==> config.mk <==
export PLATFORM = sky130hd
export DESIGN_NAME = cyc_cmp_timer
export DESIGN_NICKNAME = d
export VERILOG_FILES = /design/src/rtl/cct_pkg.sv /design/src/rtl/cct_rst_sync.sv /design/src/rtl/cct_counter.sv /design/src/rtl/cct_channel.sv /design/src/rtl/cyc_cmp_timer.sv
export SDC_FILE = /design/constraint.sdc
export NUM_CORES = 1
export LEC_CHECK = 0
export CAP_MARGIN = 15
export CORE_ASPECT_RATIO = 1.5
export CORE_UTILIZATION = 53
export CTS_BUF_LIST = sky130_fd_sc_hd__clkbuf_16
export DETAILED_ROUTE_END_ITERATION = 10
export PLACE_DENSITY_LB_ADDON = 0.3
export SETUP_SLACK_MARGIN = 0.15
export SLEW_MARGIN = 20
export SYNTH_ARGS = -nofsm -noshare
export SYNTH_HDL_FRONTEND = slang
export SYNTH_HIERARCHICAL = 1
export SYNTH_SLANG_ARGS = --single-unit
==> constraint.sdc <==
create_clock -name clk -period 5.25 [get_ports clk]
set_input_delay 1.05 -clock clk [delete_from_list [all_inputs] [get_ports clk]]
set_output_delay 1.05 -clock clk [all_outputs]
set_load 0.1 [all_outputs]
==> src/rtl/cct_pkg.sv <==
package cct_pkg;
  localparam int unsigned NUM_CMP = 3;
  localparam int unsigned SEL_W   = 2;
  localparam int unsigned IRQ_POS [NUM_CMP] = '{6, 10, 13};

  function automatic logic [31:0] irq_mask_f();
    logic [31:0] m;
    m = '0;
    for (int i = 0; i < int'(NUM_CMP); i++) m[IRQ_POS[i]] = 1'b1;
    return m;
  endfunction
endpackage

==> src/rtl/cct_rst_sync.sv <==
module cct_rst_sync (
  input  logic clk,
  input  logic rst_n,
  output logic rst_sync_n
);
  logic [1:0] stage_q;

  always_ff @(posedge clk or negedge rst_n) begin
    if (!rst_n) stage_q <= 2'b00;
    else        stage_q <= {stage_q[0], 1'b1};
  end

  assign rst_sync_n = stage_q[1];
endmodule

==> src/rtl/cct_counter.sv <==
module cct_counter #(
  parameter int unsigned CNT_W = 32
) (
  input  logic             clk,
  input  logic             rst_n,
  output logic [CNT_W-1:0] count_o
);
  logic [CNT_W-1:0] cnt_q, cnt_d;

  always_comb begin
    cnt_d = cnt_q + {{(CNT_W-1){1'b0}}, 1'b1};
  end

  always_ff @(posedge clk or negedge rst_n) begin
    if (!rst_n) cnt_q <= '0;
    else        cnt_q <= cnt_d;
  end

  assign count_o = cnt_q;
endmodule

==> src/rtl/cct_channel.sv <==
module cct_channel #(
  parameter int unsigned CNT_W = 32
) (
  input  logic             clk,
  input  logic             rst_n,
  input  logic [CNT_W-1:0] count_i,
  input  logic             wr_en_i,
  input  logic [CNT_W-1:0] wdata_i,
  output logic [CNT_W-1:0] cmp_o,
  output logic             pend_o
);
  logic [CNT_W-1:0] cmp_q, cmp_d;
  logic             pend_q, pend_d;
  logic             hit;

  always_comb begin
    hit    = (count_i == cmp_q);
    cmp_d  = wr_en_i ? wdata_i : cmp_q;
    pend_d = wr_en_i ? 1'b0 : (pend_q | hit);
  end

  always_ff @(posedge clk or negedge rst_n) begin
    if (!rst_n)       cmp_q <= '0;
    else if (wr_en_i) cmp_q <= cmp_d;
  end

  always_ff @(posedge clk or negedge rst_n) begin
    if (!rst_n) pend_q <= 1'b0;
    else        pend_q <= pend_d;
  end

  assign cmp_o  = cmp_q;
  assign pend_o = pend_q;
endmodule

==> src/rtl/cyc_cmp_timer.sv <==
module cyc_cmp_timer
  import cct_pkg::*;
#(
  parameter int unsigned CNT_W = 32,
  parameter int unsigned IRQ_W = 32
) (
  input  logic             clk,
  input  logic             rst_n,
  input  logic             cmp_wr_i,
  input  logic [SEL_W-1:0] cmp_wsel_i,
  input  logic [CNT_W-1:0] cmp_wdata_i,
  input  logic [SEL_W-1:0] cmp_rsel_i,
  output logic [CNT_W-1:0] cmp_rdata_o,
  output logic [CNT_W-1:0] count_o,
  output logic [IRQ_W-1:0] irq_o
);
  logic                            rst_sync_n;
  logic [NUM_CMP-1:0]              wr_en;
  logic [NUM_CMP-1:0]              pend;
  logic [NUM_CMP-1:0][CNT_W-1:0]   cmp_q;

  cct_rst_sync u_rst (.clk(clk), .rst_n(rst_n), .rst_sync_n(rst_sync_n));

  cct_counter #(.CNT_W(CNT_W)) u_cnt (
    .clk(clk), .rst_n(rst_sync_n), .count_o(count_o)
  );

  for (genvar g = 0; g < int'(NUM_CMP); g++) begin : g_ch
    assign wr_en[g] = cmp_wr_i && (cmp_wsel_i == SEL_W'(g));
    cct_channel #(.CNT_W(CNT_W)) u_ch (
      .clk(clk), .rst_n(rst_sync_n), .count_i(count_o),
      .wr_en_i(wr_en[g]), .wdata_i(cmp_wdata_i),
      .cmp_o(cmp_q[g]), .pend_o(pend[g])
    );
  end

  always_comb begin
    irq_o = '0;
    for (int i = 0; i < int'(NUM_CMP); i++) irq_o[IRQ_POS[i]] = pend[i];
  end

  always_comb begin
    cmp_rdata_o = '0;
    for (int i = 0; i < int'(NUM_CMP); i++)
      if (cmp_rsel_i == SEL_W'(i)) cmp_rdata_o = cmp_q[i];
  end
endmodule

**After elaboration in Yosys (flattened, before gate mapping)**

Cells that the tools add are included.

- Bits of input ports: 39
- Register bits: 133
- Logic and storage cells: 30

- Equality and inequality tests: 7
- $add $sub $neg: 1
- Bitwise gates (word level): 3
- Reduce and logical (&&, ||, !) cells: 5
- Multiplexer cells: 6

Operator list:

| cell | number |
|---|---|
| $eq 32x32->1 | 3 |
| $mux 32 | 3 |
| $add 32x1->32 const B | 1 |
| $eq 2x1->1 const B | 2 |
| $eq 2x2->1 const B | 2 |
| $logic_not 2->1 | 2 |
| $logic_and 1x1->1 | 3 |
| $mux 1 | 3 |
| $or 1x1->1 | 3 |

**Depth between registers and ports, before layout**

- Depth in word-level cells: 4
- Mapped depth: 6
- Gate-level depth less buffers: 5

**Hierarchy**

Netlist, hierarchy kept.

By module, submodules not included:

| module | area an instance (sq um) | cells an instance | times used | sequential area each (sq um) |
|---|---|---|---|---|
| cct_channel | 1,574.0 | 113 | 3 | 825.8 |
| cct_counter | 1,478.9 | 127 | 1 | 800.8 |
| cyc_cmp_timer | 1,033.5 | 110 | 1 | 0.0 |
| cct_rst_sync | 53.8 | 3 | 1 | 50.0 |

**Worst setup path before layout**

OpenSTA, ideal clock, no wires.

- Path kind: in2out
- Start: input cmp_rsel_i[0]
- End: output cmp_rdata_o[12]
- Stages: 4
- Arrival time: 2.894 ns
- Setup slack: 1.306 ns
- Buffers on the path: 2
- Path through: buf_6 > buf_6 > mux2i_1 > o2bb2ai_1

- Cells in the longest elaborated chain, start to end: 4

Ends and longest elaborated chain:

| item | RTL line | text |
|---|---|---|
| from (decl) | cyc_cmp_timer.sv:12 | `input logic [SEL_W-1:0] cmp_rsel_i,` |
| $logic_not 2->1 | cyc_cmp_timer.sv:45 | `if (cmp_rsel_i == SEL_W'(i)) cmp_rdata_o = cmp_q[i];` |
| $mux 32 (2 in a row) | cyc_cmp_timer.sv:45 |  |
| $mux 32 (*) | cyc_cmp_timer.sv:45 |  |
| to (decl) | cyc_cmp_timer.sv:13 | `output logic [CNT_W-1:0] cmp_rdata_o,` |

Every way passes the cells marked *; elsewhere a longest branch is shown, timed or not.

**Worst setup path after layout**

- Start: input cmp_rsel_i[1]
- End: output cmp_rdata_o[15]

The elaborated chain is that of the path after synthesis.

==> impl_metrics.ini <==
[yosys]
synthMostInstantiatedCell = dfrtp_1
yosysUniqueCellTypes = 36
ys_seq_area_share_pct = 45.7
avgSynthCellArea_um2 = 12.6
synth_top_cell_by_area = dfrtp_1
synth_area_leaders = dfrtp_1, xnor2_1, mux2_2
synth-main-ff-cell = dfrtp_1
yosys_warnings = 6
mappedNetlistArea_mm2 = 0.00729
synth_edf_count = 0
ys_ff_latch = 133
synth_common_cells = dfrtp_1, xnor2_1, mux2_2
syn_inst = 579
synth_top_area_share_pct = 45.7
synthArstFlopShare_pct = 100

[global_route]
grt_first_pass_wirelength_um = 28400
grt_max_degree = 71
grt_usage_pct = 26.5
antenna_found_initial = 0
grt_pass1_vias = 5273
overflow = 0

[floorplanning]
die_height_um = 146
die_w_um = 97.7
ioPinCount = 135
start_util_pct = 54.1
die_area_mm2 = 0.0142
core-area_mm2 = 0.0135
rows = 52

[run_status]
outcome = finished, violations left
violations = DRC

[worst_hold_path]
hp-start = u_rst/stage_q[0]
min_delay_path_depth = 0
hold_end = u_rst/stage_q[1]
min_path_type = reg2reg

[power]
power_density_mw_per_mm2 = 388
irDropWorstVdd_mv = 0.263
leakage_nw = 3.70

[sta]
timing.fmax_mhz = 253
max_slew.worst_pin.slew_ns = 1.08
whs_ns = 0.346
setup_viol = 0
fin_crit_sh_pct = 75.3
hold_viol_final = 0
drv_slew = 0
rsz0062_at_grt = false
finalCriticalPeriod_ns = 3.95
finClkSkew_ns = 0.00477
setup_ws_ns = 1.30
slew-limit-headroom_pct = 27.9
finalSetupTns_ns = 0

[clock_network]
ctsHoldBuffers = 0
cts.repair.resized = 0
numCtsBuffers = 17
clk_pin_slew_ns = 0.05
cts_max_path_buffers = 2
cts_tree = done
postCtsSetupBuffers = 0
clock_sinks = 133
clkLatencyLatePin_ns = 0.41
root_buffer = clkbuf_16
htree_levels = 4

[critical_path]
r2r-start = u_cnt/count_o[0]
path_class = in2out
cp-start-kind = primary input
timing.rr.end = u_cnt/count_o[24]
critPathCaptureType = output port
cp-startpoint = cmp_rsel_i[1]
cp_data_arrival_time_ns = 2.90
ff2ff_setup_slack_ns = 3.03
r2r_cells = 5
critPathMaxFanout = 32
cp_data_required_time_ns = 4.20

[layout]
nets = 720
antenna_cells = 0
fin_cells = 855
layout-drive-gt1-share_pct = 21.4
area_delta_synth_final_pct = 25.2

[placement]
place_congestion = 0.840
io_buffers = 105
dpl.hpwl_um = 12400
place_inst = 823
place_ws_ns = 1.31

[drt]
drcViolationCount = 24
drt_first_pass_iters = 9
postRouteAntennaNets = 0
vias = 4883
drt_iter0_drc = 261
viasPerCell = 5.71
wire_per_inst_um = 21.0
routed_wirelength_um = 17900

[job]
max_cap_viol_count = 0
## routing by layer
metal / vias to the layer above / share of wire, % / track usage [%]
met2: 170 / 54 / 48.2
met5: - / 0 / 0
met3: 44 / 4.3 / 6.00
met1: 2463 / 38 / 29.1
met4: 0 / 3.3 / 12.0
li1: 2206 / - / -
## critical path, stage by stage
cell and delay (ns):
clkdlybuf4s50_1 0.47, nor2b_4 0.86, o2bb2ai_1 0.26, buf_12 0.22
## flip-flops by register name, summed over array words and instances, names as in the netlist
signal,flops
u_rst/stage_q,2
g_ch.u_ch/pend_o,3
g_ch.u_ch/cmp_o,96
u_cnt/count_o,32
## metrics by stage
stage                     area [µm²]  total power, mW  utilization, %
after CTS                       9130             3.56            67.8
after global routing            9130             3.67            67.8
after detailed placement        8550             2.40            63.5
after global placement          8550             2.37            63.5
final                           9130             3.54            67.8
after floorplan                 7390             2.08               -
## where the power goes
| group | switching, mW | leakage (nW) | internal (mW) |
|---|---|---|---|
| clock network | 0.420 | 0.289 | 0.731 |
| logic | 0.641 | 1.78 | 0.425 |
| registers | 0.155 | 1.64 | 1.17 |
| total | 1.22 | 3.70 | 2.32 |
## how the worst max path moves through the flow
stage	end	slack [ns]	cells past startpoint
6_report	cmp_rdata_o[15]	1.30	4
3_5_place_dp	cmp_rdata_o[27]	1.31	4
4_1_cts	cmp_rdata_o[15]	1.31	4
5_1_grt	cmp_rdata_o[21]	1.22	4
3_3_place_gp	cmp_rdata_o[20]	1.39	4
2_1_floorplan	g_ch[0].u_ch/cmp_o[0]	1.27	0
## final cells by class
cell class | instances | area (µm²)
clock buffers | 17 | 425
clock inverters | 15 | 148
fillers | 952 | 4340
inverters | 5 | 18.8
multi-input cells | 412 | 3590
flip-flops and latches | 133 | 3330
well taps | 162 | 203
repair buffers | 111 | 1410
## kinds of logic after synthesis
logic type | Yosys count | share of synthesized area, %
and+or+nand+nor | 92 | 8.19
AOI/OAI and AO/OA | 35 | 4.91
muxes | 128 | 19.2
other | 2 | 0.103
DFF | 133 | 45.7
xor gates and xnor gates | 126 | 15.1
buffers and inverters | 62 | 6.59
adders and majority gates | 1 | 0.172
## cells in the final DEF, fill, tap and decap left out, drive strengths merged
| cell type | count |
|---|---|
| nor3 | 4 |
| inv | 8 |
| nor2b | 1 |
| nand2 | 9 |
| nor2 | 9 |
| and3 | 2 |
| nand4 | 27 |
| conb | 30 |
| nand2b | 1 |
| and3b | 2 |
| clkinvlp | 2 |
| nand3 | 12 |
| bufinv | 3 |
| o2bb2ai | 32 |
| a21oi | 3 |
| clkinv | 7 |
| xor2 | 20 |
| clkdlybuf4s50 | 72 |
| nor3b | 2 |
| and4 | 4 |
| nor4 | 16 |
| ha | 1 |
| or2 | 1 |
| mux2 | 96 |
| clkbuf | 17 |
| dfrtp | 133 |
| or3 | 2 |
| buf | 39 |
| mux2i | 32 |
| xnor2 | 106 |
No activity file was read; power rests on OpenSTA's default activity.
